`src/rtl/cmv_pkg.sv`:
```
package cmv_pkg;

  localparam int OP_W = 4;

  typedef enum logic [OP_W-1:0] {
    OP_MNZ = 4'b0000,
    OP_MLZ = 4'b0001,
    OP_ADD = 4'b0010,
    OP_SUB = 4'b0011,
    OP_AND = 4'b0100,
    OP_OR  = 4'b0101,
    OP_XOR = 4'b0110,
    OP_ANT = 4'b0111,
    OP_SL  = 4'b1000,
    OP_SRL = 4'b1001,
    OP_SRA = 4'b1010
  } cmv_op_e;

  typedef enum logic [1:0] {
    UNIT_ARITH = 2'd0,
    UNIT_LOGIC = 2'd1,
    UNIT_SHIFT = 2'd2,
    UNIT_NONE  = 2'd3
  } cmv_unit_e;

endpackage

```
`src/rtl/cmv_addsub.sv`:
```
module cmv_addsub #(
  parameter int W = 16
) (
  input  logic [W-1:0] a,
  input  logic [W-1:0] b,
  input  logic         sub,
  output logic [W-1:0] sum
);
  // One adder serves both: subtract = a + ~b + 1, carry out dropped (wraps).
  logic [W-1:0] b_eff;

  always_comb begin
    b_eff = sub ? ~b : b;
    sum   = a + b_eff + W'(sub);
  end
endmodule

```
`src/rtl/cmv_bitwise.sv`:
```
module cmv_bitwise #(
  parameter int W = 16
) (
  input  logic [W-1:0] a,
  input  logic [W-1:0] b,
  input  logic [1:0]   sel,
  output logic [W-1:0] y
);
  // sel: 00 and, 01 or, 10 xor, 11 and-not
  always_comb begin
    unique case (sel)
      2'b00:   y = a & b;
      2'b01:   y = a | b;
      2'b10:   y = a ^ b;
      default: y = a & ~b;
    endcase
  end
endmodule

```
`src/rtl/cmv_shifter.sv`:
```
module cmv_shifter #(
  parameter int W = 16
) (
  input  logic [W-1:0] a,
  input  logic [W-1:0] amt,
  input  logic         left,
  input  logic         arith,
  output logic [W-1:0] y
);
  localparam int SW = $clog2(W);

  logic [W-1:0]       a_rev;
  logic [W-1:0]       res_rev;
  logic [W-1:0]       src;
  logic [SW:0][W-1:0] st;
  logic               fill;
  logic               in_range;

  // Left shifts reuse the right shifter on a bit-reversed word.
  for (genvar i = 0; i < W; i++) begin : g_rev
    assign a_rev[i]   = a[W-1-i];
    assign res_rev[i] = st[SW][W-1-i];
  end

  assign fill     = arith & ~left & a[W-1];
  assign in_range = ~|amt[W-1:SW];
  assign src      = left ? a_rev : a;
  assign st[0]    = src;

  for (genvar k = 0; k < SW; k++) begin : g_stage
    localparam int S = 1 << k;
    assign st[k+1] = amt[k] ? {{S{fill}}, st[k][W-1:S]} : st[k];
  end

  always_comb begin
    if (!in_range)
      y = {W{fill}};
    else if (left)
      y = res_rev;
    else
      y = st[SW];
  end
endmodule

```
`src/rtl/cmv_cond.sv`:
```
module cmv_cond #(
  parameter int W = 16
) (
  input  logic [3:0]   op,
  input  logic [W-1:0] a,
  output logic         wen
);
  import cmv_pkg::*;

  always_comb begin
    case (op)
      OP_MNZ:  wen = |a;
      OP_MLZ:  wen = a[W-1];
      OP_ADD, OP_SUB, OP_AND, OP_OR, OP_XOR, OP_ANT,
      OP_SL, OP_SRL, OP_SRA:
               wen = 1'b1;
      default: wen = 1'b0;
    endcase
  end
endmodule

```
`src/rtl/cmov_alu.sv`:
```
module cmov_alu #(
  parameter int W = 16
) (
  input  logic         clk,
  input  logic         rst_n,
  input  logic         en,
  input  logic [3:0]   op,
  input  logic [W-1:0] a,
  input  logic [W-1:0] b,
  output logic [W-1:0] y,
  output logic         wr
);
  import cmv_pkg::*;

  logic [W-1:0] arith_y;
  logic [W-1:0] logic_y;
  logic [W-1:0] shift_y;
  logic         cond;
  cmv_unit_e    unit;
  logic [W-1:0] y_d;
  logic         wr_d;
  logic [W-1:0] y_q;
  logic         wr_q;

  cmv_addsub #(.W(W)) u_addsub (
    .a(a), .b(b), .sub(op[0]), .sum(arith_y)
  );

  cmv_bitwise #(.W(W)) u_bitwise (
    .a(a), .b(b), .sel(op[1:0]), .y(logic_y)
  );

  cmv_shifter #(.W(W)) u_shifter (
    .a(a), .amt(b), .left(op == OP_SL), .arith(op == OP_SRA), .y(shift_y)
  );

  cmv_cond #(.W(W)) u_cond (
    .op(op), .a(a), .wen(cond)
  );

  // Next-state: unit select, result mux, then the clock enable.
  always_comb begin
    case (op)
      OP_ADD, OP_SUB:                 unit = UNIT_ARITH;
      OP_AND, OP_OR, OP_XOR, OP_ANT:  unit = UNIT_LOGIC;
      OP_SL, OP_SRL, OP_SRA:          unit = UNIT_SHIFT;
      default:                        unit = UNIT_NONE;
    endcase
  end

  always_comb begin
    y_d  = y_q;
    wr_d = wr_q;
    if (en) begin
      wr_d = cond;
      case (unit)
        UNIT_ARITH: y_d = arith_y;
        UNIT_LOGIC: y_d = logic_y;
        UNIT_SHIFT: y_d = shift_y;
        default:    y_d = (op == OP_MNZ || op == OP_MLZ) ? b : '0;
      endcase
    end
  end

  always_ff @(posedge clk or negedge rst_n) begin
    if (!rst_n) begin
      y_q  <= '0;
      wr_q <= 1'b0;
    end else begin
      y_q  <= y_d;
      wr_q <= wr_d;
    end
  end

  assign y  = y_q;
  assign wr = wr_q;
endmodule

```
`config.mk`:
```
export PLATFORM = sky130hd
export DESIGN_NAME = cmov_alu
export DESIGN_NICKNAME = d
export VERILOG_FILES = /design/src/rtl/cmv_pkg.sv /design/src/rtl/cmv_addsub.sv /design/src/rtl/cmv_bitwise.sv /design/src/rtl/cmv_shifter.sv /design/src/rtl/cmv_cond.sv /design/src/rtl/cmov_alu.sv
export SDC_FILE = /design/constraint.sdc
export NUM_CORES = 1
export LEC_CHECK = 0
export CAP_MARGIN = 20
export CELL_PAD_IN_SITES_DETAIL_PLACEMENT = 1
export CELL_PAD_IN_SITES_GLOBAL_PLACEMENT = 1
export CORE_MARGIN = 3
export CORE_UTILIZATION = 38
export CTS_CLUSTER_DIAMETER = 100
export DETAILED_ROUTE_END_ITERATION = 7
export PLACE_DENSITY = 0.83
export SYNTH_ARGS = -nofsm -noshare
export SYNTH_HDL_FRONTEND = slang
export SYNTH_SLANG_ARGS = --single-unit
```
`constraint.sdc`:
```
create_clock -name clk -period 1 [get_ports clk]
set_input_delay 0.25 -clock clk [delete_from_list [all_inputs] [get_ports clk]]
set_output_delay 0.25 -clock clk [all_outputs]
set_load 0.03 [all_outputs]
```
==> flow_metrics.py, run 1 <==
metrics = {
    "run_status": {
        "firstError": "[ERROR GRT-0232] Routing congestion too high. Check the congestion heatmap in the GUI.",
        "haltStage": "5_1_grt",
        "status": "aborted with a tool error",
    },
    "yosys": {
        "yosys.area.top_type": "mux4_2",
        "ys_types": 63,
        "syn_inst": 558,
        "synth_edf_count": 0,
        "async_flop_share_pct": 100,
        "syn_area_per_cell_um2": 7.40,
        "ys_seq_elements": 17,
        "yosys_warnings": 0,
        "synth.area.top_cells": "mux4_2, dfrtp_1, ha_1, a21oi_1, xor2_1",
        "synth_most_common_cell": "a21oi_1",
        "synth_ff_type": "dfrtp_1",
        "synth_commonest_cells": "a21oi_1, nand2_1, o21ai_0",
        "synth_top_area_share_pct": 10.4,
        "syn-num-nets": 632,
        "seq_area_frac_synth_pct": 10.3,
        "synth.cell_area_mm2": 0.00413,
    },
    "placement": {
        "gp_congestion": 1.03,
        "dp_hpwl_um": 18200,
        "io_buffers": 55,
        "dp_slack_ns": -2.45,
    },
    "floorplanning": {
        "die_w_um": 110,
        "die_h_um": 110,
        "num_rows": 37,
        "ios": 56,
        "initial_utilization_pct": 39.4,
    },
    "sta": {
        "grt-worst-endpoint": "y[6]$_DFFE_PN0P_/D",
        "endpoint_type": "register data pin",
    },
    "clocking": {
        "cts_buffer_depth": 2,
        "numClockSinks": 17,
        "cts_hold_buf": 0,
        "cts_max_level": 1,
        "clockRootBuffer": "clkbuf_8",
        "numCtsBuffers": 3,
    },
    "grt": {
        "grt.total_usage_pct": 70.7,
        "grt_max_degree": 24,
        "grt_overflow": 66,
    },
}
==> timing repair <==
action / 4_1_cts
resized for setup: 188
pin swaps: 50
cloned: 0
setup endpoints to repair: 34
setup buffers: 36
==> kinds of logic after synthesis <==
group	share of synthesized area, %
compound gates	31.2
simple gates	16.9
buf+inv	7.79
xor+xnor	9.34
fa+ha+maj	10.8
mux	13.7
flops	10.3
==> through the flow <==
| step | TNS (ns) | cells | area (um^2) | hold slack (ns) |
|---|---|---|---|---|
| CTS | -24.00 | 931 | 6960 | 0.317 |
| detailed placement | -36.37 | 891 | 6080 | 0.485 |
| global placement | -34.02 | 891 | 6080 | 0.466 |
| floorplan | -25.55 | 558 | 4250 | -0.0456 |
==> layer usage <==
metal  GRT overflow  global-route usage (%)
met5              0                    12.5
met4             28                    73.8
met3              1                    52.6
met2             37                    89.2
met1              0                    69.9
==> run 2: changes to the inputs <==
Settings changed: CELL_PAD_IN_SITES_DETAIL_PLACEMENT 1 to not set, CELL_PAD_IN_SITES_GLOBAL_PLACEMENT 1 to not set, CORE_UTILIZATION 38 to 25, CTS_CLUSTER_DIAMETER 100 to not set, PLACE_DENSITY 0.83 to not set, PLACE_DENSITY_LB_ADDON set to 0.15.
Clock period 1 ns to 1.3 ns, I/O delays scaled along.
==> run 2 against run 1 <==
Effect of this change:
- the flow now finishes, with violations (setup timing)
- synthesized area stayed put
- synthesized cell count is the same
==> flow_metrics.py, run 2 <==
metrics = {
    "critical_path": {
        "critPathMaxFanout": 3,
        "required_ns": 1.42,
        "critPathCaptureType": "register",
        "path_class": "input port to register",
        "startpoint": "op[0]",
        "worst_r2r_startpoint": "y[14]",
        "startpoint_type": "input port",
        "worstPathArrival_ns": 2.61,
    },
    "floorplanning": {
        "initial_utilization_pct": 25.8,
        "die_h_um": 134,
        "ios": 56,
        "die_area_mm2": 0.0181,
        "die_w_um": 134,
        "num_rows": 46,
        "core_region_area_mm2": 0.0160,
    },
    "yosys": {
        "synth_top_area_share_pct": 10.4,
        "synth_most_common_cell": "a21oi_1",
        "async_flop_share_pct": 100,
        "ys_types": 63,
        "synth_ff_type": "dfrtp_1",
        "seq_area_frac_synth_pct": 10.3,
        "synth.area.top_cells": "mux4_2, dfrtp_1, ha_1, a21oi_1, xor2_1",
        "synth_commonest_cells": "a21oi_1, nand2_1, o21ai_0",
        "syn_inst": 558,
        "synth.cell_area_mm2": 0.00413,
        "yosys.area.top_type": "mux4_2",
        "syn_area_per_cell_um2": 7.40,
        "syn-num-nets": 632,
        "yosys_warnings": 0,
        "synth_edf_count": 0,
        "ys_seq_elements": 17,
    },
    "sta": {
        "rsz0062_at_grt": "yes",
        "skew_ns": 0,
        "max_slew_margin_pct": 72.4,
        "setup_tns_ns": -17.57,
        "hold_ws_ns": 0.401,
        "fmax_ghz": 0.403,
        "drv_slew": 0,
        "worst_pin_slew_ns": 0.412,
        "setup_slack_ns": -1.18,
        "hold_violations": 0,
        "setup_viol_count_final": 17,
        "fin_crit_ns": 2.48,
        "period_share_pct": 191,
    },
    "clocking": {
        "numCtsBuffers": 3,
        "clk_latency_ns": 0.25,
        "cts_max_level": 1,
        "clockRootBuffer": "clkbuf_16",
        "cts_tree": "yes",
        "cts_buffer_depth": 2,
        "cts_hold_buf": 0,
        "numClockSinks": 17,
        "clkTransAtPathRegs_ns": 0.05,
    },
    "placement": {
        "place_area_mm2": 0.00609,
        "dp_hpwl_um": 16100,
        "gp_congestion": 0.933,
        "io_buffers": 55,
    },
    "cells_and_area": {
        "final_cell_mix": "buf_4, a21oi_1, nand2_1",
        "num-fill-cells": 1641,
        "final_common_cell": "buf_4",
        "drive_gt1_share_pct": 47.1,
        "multi_input_area_mm2": 0.00410,
        "layout.nets": 852,
        "antenna_cells": 0,
        "largest_reg_flops": 16,
        "final_cell_area_mm2": 0.00721,
        "fin_util_pct": 45.1,
        "regArea_um2": 425,
        "area_delta_synth_final_pct": 74.8,
    },
    "routing": {
        "drc": 0,
        "routed_via_density": 5.46,
        "wirelength_um": 20600,
        "ant_nets": 0,
        "first_pass_iters": 5,
        "post_drt_wl_per_cell_um": 20.7,
        "dr_total_vias": 5419,
        "drt_iter0_drc": 393,
    },
    "run_status": {
        "status": "finished, violations left",
        "failed_checks": "setup timing",
    },
    "grt": {
        "first_global_vias": 5437,
        "antenna_found_initial": 0,
        "grt.total_usage_pct": 22.2,
        "grt_max_degree": 21,
        "grt_pass1_wl_um": 31400,
        "grt_overflow": 0,
    },
    "worst_hold_path": {
        "hp-class": "input port to asynchronous set/reset pin",
    },
    "power_and_ir_drop": {
        "ir_drop_mv": 0.450,
        "power.density_mw_per_mm2": 617,
        "p_leak_uw": 0.00310,
    },
    "job": {
        "drv_cap": 0,
    },
}
==> run 2: cells by family (layout without fill, tap and decap cells) <==
logic type / count (synthesis) / after routing / synth area share, %
simple gates: 148 / 148 / 16.9
fa+ha+maj: 35 / 35 / 10.8
flops: 17 / 17 / 10.3
compound gates: 202 / 202 / 31.2
xor+xnor: 44 / 44 / 9.34
mux: 32 / 32 / 13.7
buf+inv: 80 / 299 / 7.79
==> run 2: where the power goes <==
part / total [uW] / switching (uW) / internal [uW]
clock: 623 / 211 / 412
combinational: 3170 / 1670 / 1510
sequential: 658 / 54.4 / 604
total: 4450 / 1930 / 2520
==> run 2: final timing paths <==
check                      cells after the start  slack, ns    end
setup / recovery                              11      -1.18   y[6]
hold / removal                                 2       0.40  y[14]
setup reg to reg                               5       0.10  y[14]
hold reg to reg                                1       0.48     wr
max in group asynchronous                      2       0.71   y[6]
min in group clk                               1       0.48     wr
==> run 2: layer usage <==
metal / global-route usage, % / wire, um
met1: 30.5 / 8880
met2: 36.8 / 9820
met3: 2.31 / 1160
met4: 6.84 / 703
met5: 0 / 0
==> run 2: critical path: stages <==
cell and delay, ns:
buf_8 0.08, inv_6 0.03, ha_4 0.15, buf_12 0.12, nand3b_4 0.08, mux4_2 0.55
mux4_2 0.49, or2_4 0.25, a311o_1 0.35, nand2_1 0.09, a31oi_1 0.08
==> run 2: final cells by class <==
class                   count  area share [%]
inverters                  40            2.25
repair buffers            255            30.1
multi-input cells         461            56.8
flip-flops and latches     17            5.90
clock inverters             1          0.0694
well taps                 216            3.75
clock buffers               3            1.04
==> run 2: metrics by stage <==
step                      total power [uW]  std cells  worst slack (ns)
after global placement                3260        960             -2.01
after detailed placement              3280        960             -2.03
after floorplan                       2080        558             -1.61
final                                 4450        993             -1.18
after global routing                  4720        993             -1.24
after CTS                             4280        987             -1.22
==> run 2: repair_timing <==
action	in CTS	in global routing
endpoints found under the setup margin	17	17
pin swaps	63	62
cloned	1	0
gates resized for setup	171	60
setup buffers	25	8
(Power assumes the default switching activity.)
==> run 3: changes to the inputs <==
Settings changed: CTS_CLUSTER_SIZE set to 40, PLACE_DENSITY set to 0.51, PLACE_DENSITY_LB_ADDON 0.15 to not set.
Clock period 1.3 ns to 3.11 ns, I/O delays scaled along.
==> run 3 against run 2 <==
Effect of this change:
- the flow now finishes without violations
- power shrank 62%
- worst setup slack gained 1.2 ns
- critical path type unchanged
- largest power group unchanged
- non-clock buffer count shrank 45
- first-iteration DRC count grew 25%
- combinational power shrank 64%
- cell count shrank 4.5%
- sequential share of layout area grew 0.97 points
- via count shrank 5.5%
- sequential power shrank 59%
==> flow_metrics.py, run 3 (synthesized netlist as in run 2, its figures left out) <==
metrics = {
    "routing": {
        "ant_nets": 0,
        "drt_iter0_drc": 491,
        "post_drt_wl_per_cell_um": 20.0,
        "first_pass_iters": 5,
        "dr_total_vias": 5122,
        "wirelength_um": 18900,
        "routed_via_density": 5.40,
        "drc": 0,
    },
    "power_and_ir_drop": {
        "clockPowerShare_pct": 15.5,
        "pwr-share-seq_pct": 16.3,
        "ir_drop_mv": 0.143,
        "internal-power_uw": 964,
        "power.density_mw_per_mm2": 271,
        "sw_frac_of_total_pct": 42.5,
        "switchingPower_uw": 713,
        "p_leak_uw": 0.00271,
        "comb_power_share_pct": 68.2,
    },
    "job": {
        "drv_cap": 0,
    },
    "sta": {
        "max_slew_margin_pct": 45.9,
        "hold_ws_ns": 0.484,
        "worst_pin_slew_ns": 0.809,
        "fin_crit_ns": 3.08,
        "setup_viol_count_final": 0,
        "setup_slack_ns": 0.0327,
        "drv_slew": 0,
        "fmax_ghz": 0.325,
        "skew_ns": 0,
        "hold_violations": 0,
        "period_share_pct": 98.9,
    },
    "critical_path": {
        "cpPeakStageDelay_ns": 0.59,
        "worstPathArrival_ns": 3.19,
        "critPathMaxFanout": 4,
        "path_cells": "clkdlybuf4s50_1 > mux4_2 > mux4_2 > or2_1 > a311o_1 > nand2_1 > a31oi_1",
        "startpoint_type": "input port",
        "crit_top_cell": "mux4_2",
        "critPathCaptureType": "register",
        "cp_slowest_cell": "mux4_2",
        "path_class": "input port to register",
        "required_ns": 3.23,
    },
    "clocking": {
        "clkTransAtPathRegs_ns": 0.05,
        "clk_latency_ns": 0.24,
        "numClockSinks": 17,
        "cts_max_level": 1,
        "cts_tree": "yes",
        "clockRootBuffer": "clkbuf_16",
        "numCtsBuffers": 3,
        "cts_buffer_depth": 2,
    },
    "floorplanning": {
        "ios": 56,
        "die_h_um": 134,
        "die_w_um": 134,
        "num_rows": 46,
        "core_region_area_mm2": 0.0160,
        "initial_utilization_pct": 25.8,
        "die_area_mm2": 0.0181,
    },
    "grt": {
        "grt.total_usage_pct": 20.9,
        "grt_pass1_wl_um": 29900,
        "grt_overflow": 0,
        "antenna_found_initial": 1,
        "first_global_vias": 5232,
        "grt_max_degree": 22,
    },
    "worst_hold_path": {
        "hp-class": "register to register",
    },
    "cells_and_area": {
        "num-fill-cells": 1686,
        "layout.nets": 807,
        "multi_input_area_mm2": 0.00353,
        "drive_gt1_share_pct": 30.2,
        "antenna_cells": 0,
        "final_cell_mix": "buf_4, a21oi_1, nand2_1",
        "area_delta_synth_final_pct": 50.1,
        "regArea_um2": 425,
        "final_cell_area_mm2": 0.00619,
        "largest_reg_flops": 16,
        "final_common_cell": "buf_4",
    },
    "placement": {
        "dp_slack_ns": -0.712,
        "place_area_mm2": 0.00594,
        "io_buffers": 55,
        "gp_congestion": 0.946,
        "dp_hpwl_um": 15500,
    },
    "run_status": {
        "status": "finished clean",
    },
}
## run 3: cell count changes in the layout (fill, tap and decap cells not counted), sizes merged
cell           before  now
buf               219  157
bufbuf              1    0
clkbuf              4    3
clkdlybuf4s15       5    1
clkdlybuf4s50      11   43
dlygate4sd2        18    5
dlymetal6s2s        0    4
## run 3: path summary, 6_finish.rpt
check	startpoint	end	slack [ns]	cells after the start
hold reg to reg	wr	wr	0.48	1
min in group asynchronous	rst_n	y[2]	1.00	1
max in group asynchronous	rst_n	y[6]	1.61	1
setup reg to reg	y[14]	y[14]	1.85	5
hold / removal	wr	wr	0.48	1
setup / recovery	a[11]	y[6]	0.03	7
## run 3: layout make-up
cell class / instances / area share (%)
Timing Repair Buffer: 210 / 28.0
Clock inverter: 1 / 0.0808
Inverter: 40 / 2.55
Multi-Input combinational cell: 461 / 57.0
Clock buffer: 3 / 1.21
Sequential cell: 17 / 6.87
Tap cell: 216 / 4.36
## run 3: timing repair
item | CTS | global route
resized for setup | 31 | 20
hold buffers | 0 | 0
buffers inserted | 3 | 3
pin swaps | 7 | 4
setup endpoints to repair | 16 | 14
## run 3: metrics by stage
step / instances / total power [uW] / setup TNS (ns) / utilization [%]
final: 948 / 1680 / 0 / 38.7
after detailed placement: 938 / 1360 / -8.61 / 37.1
after CTS: 945 / 1650 / 0 / 38.0
after global routing: 948 / 1790 / -0.0207 / 38.7
after floorplan: 558 / 865 / -0.495 / -
after global placement: 938 / 1350 / -7.91 / 37.1
## run 3: power groups by stage
stage	sequential [uW]	clock [uW]	combinational, uW
after global placement	277	0	1070
after detailed placement	277	0	1090
after CTS	274	264	1110
final	273	259	1140
after floorplan	334	0	531
after global routing	277	277	1240
## run 3: worst max-delay path: cells and delay by family
family | cells | cell delay, ns
AO/OA/AOI/OAI | 2 | 0.43
buffers and inverters | 1 | 0.54
multiplexers | 2 | 1.10
AND/OR/NAND/NOR | 2 | 0.35
## run 3: per-layer routing
| metal | vias to the layer above | wire length, um | share of wire, % | track usage, % |
|---|---|---|---|---|
| li1 | 2427 | - | - | - |
| met1 | 2445 | 8320 | 44 | 29.1 |
| met2 | 214 | 8880 | 47 | 34.4 |
| met3 | 34 | 1270 | 6.7 | 2.61 |
| met4 | 2 | 463 | 2.4 | 5.03 |
| met5 | - | 13 | 0.069 | 0 |
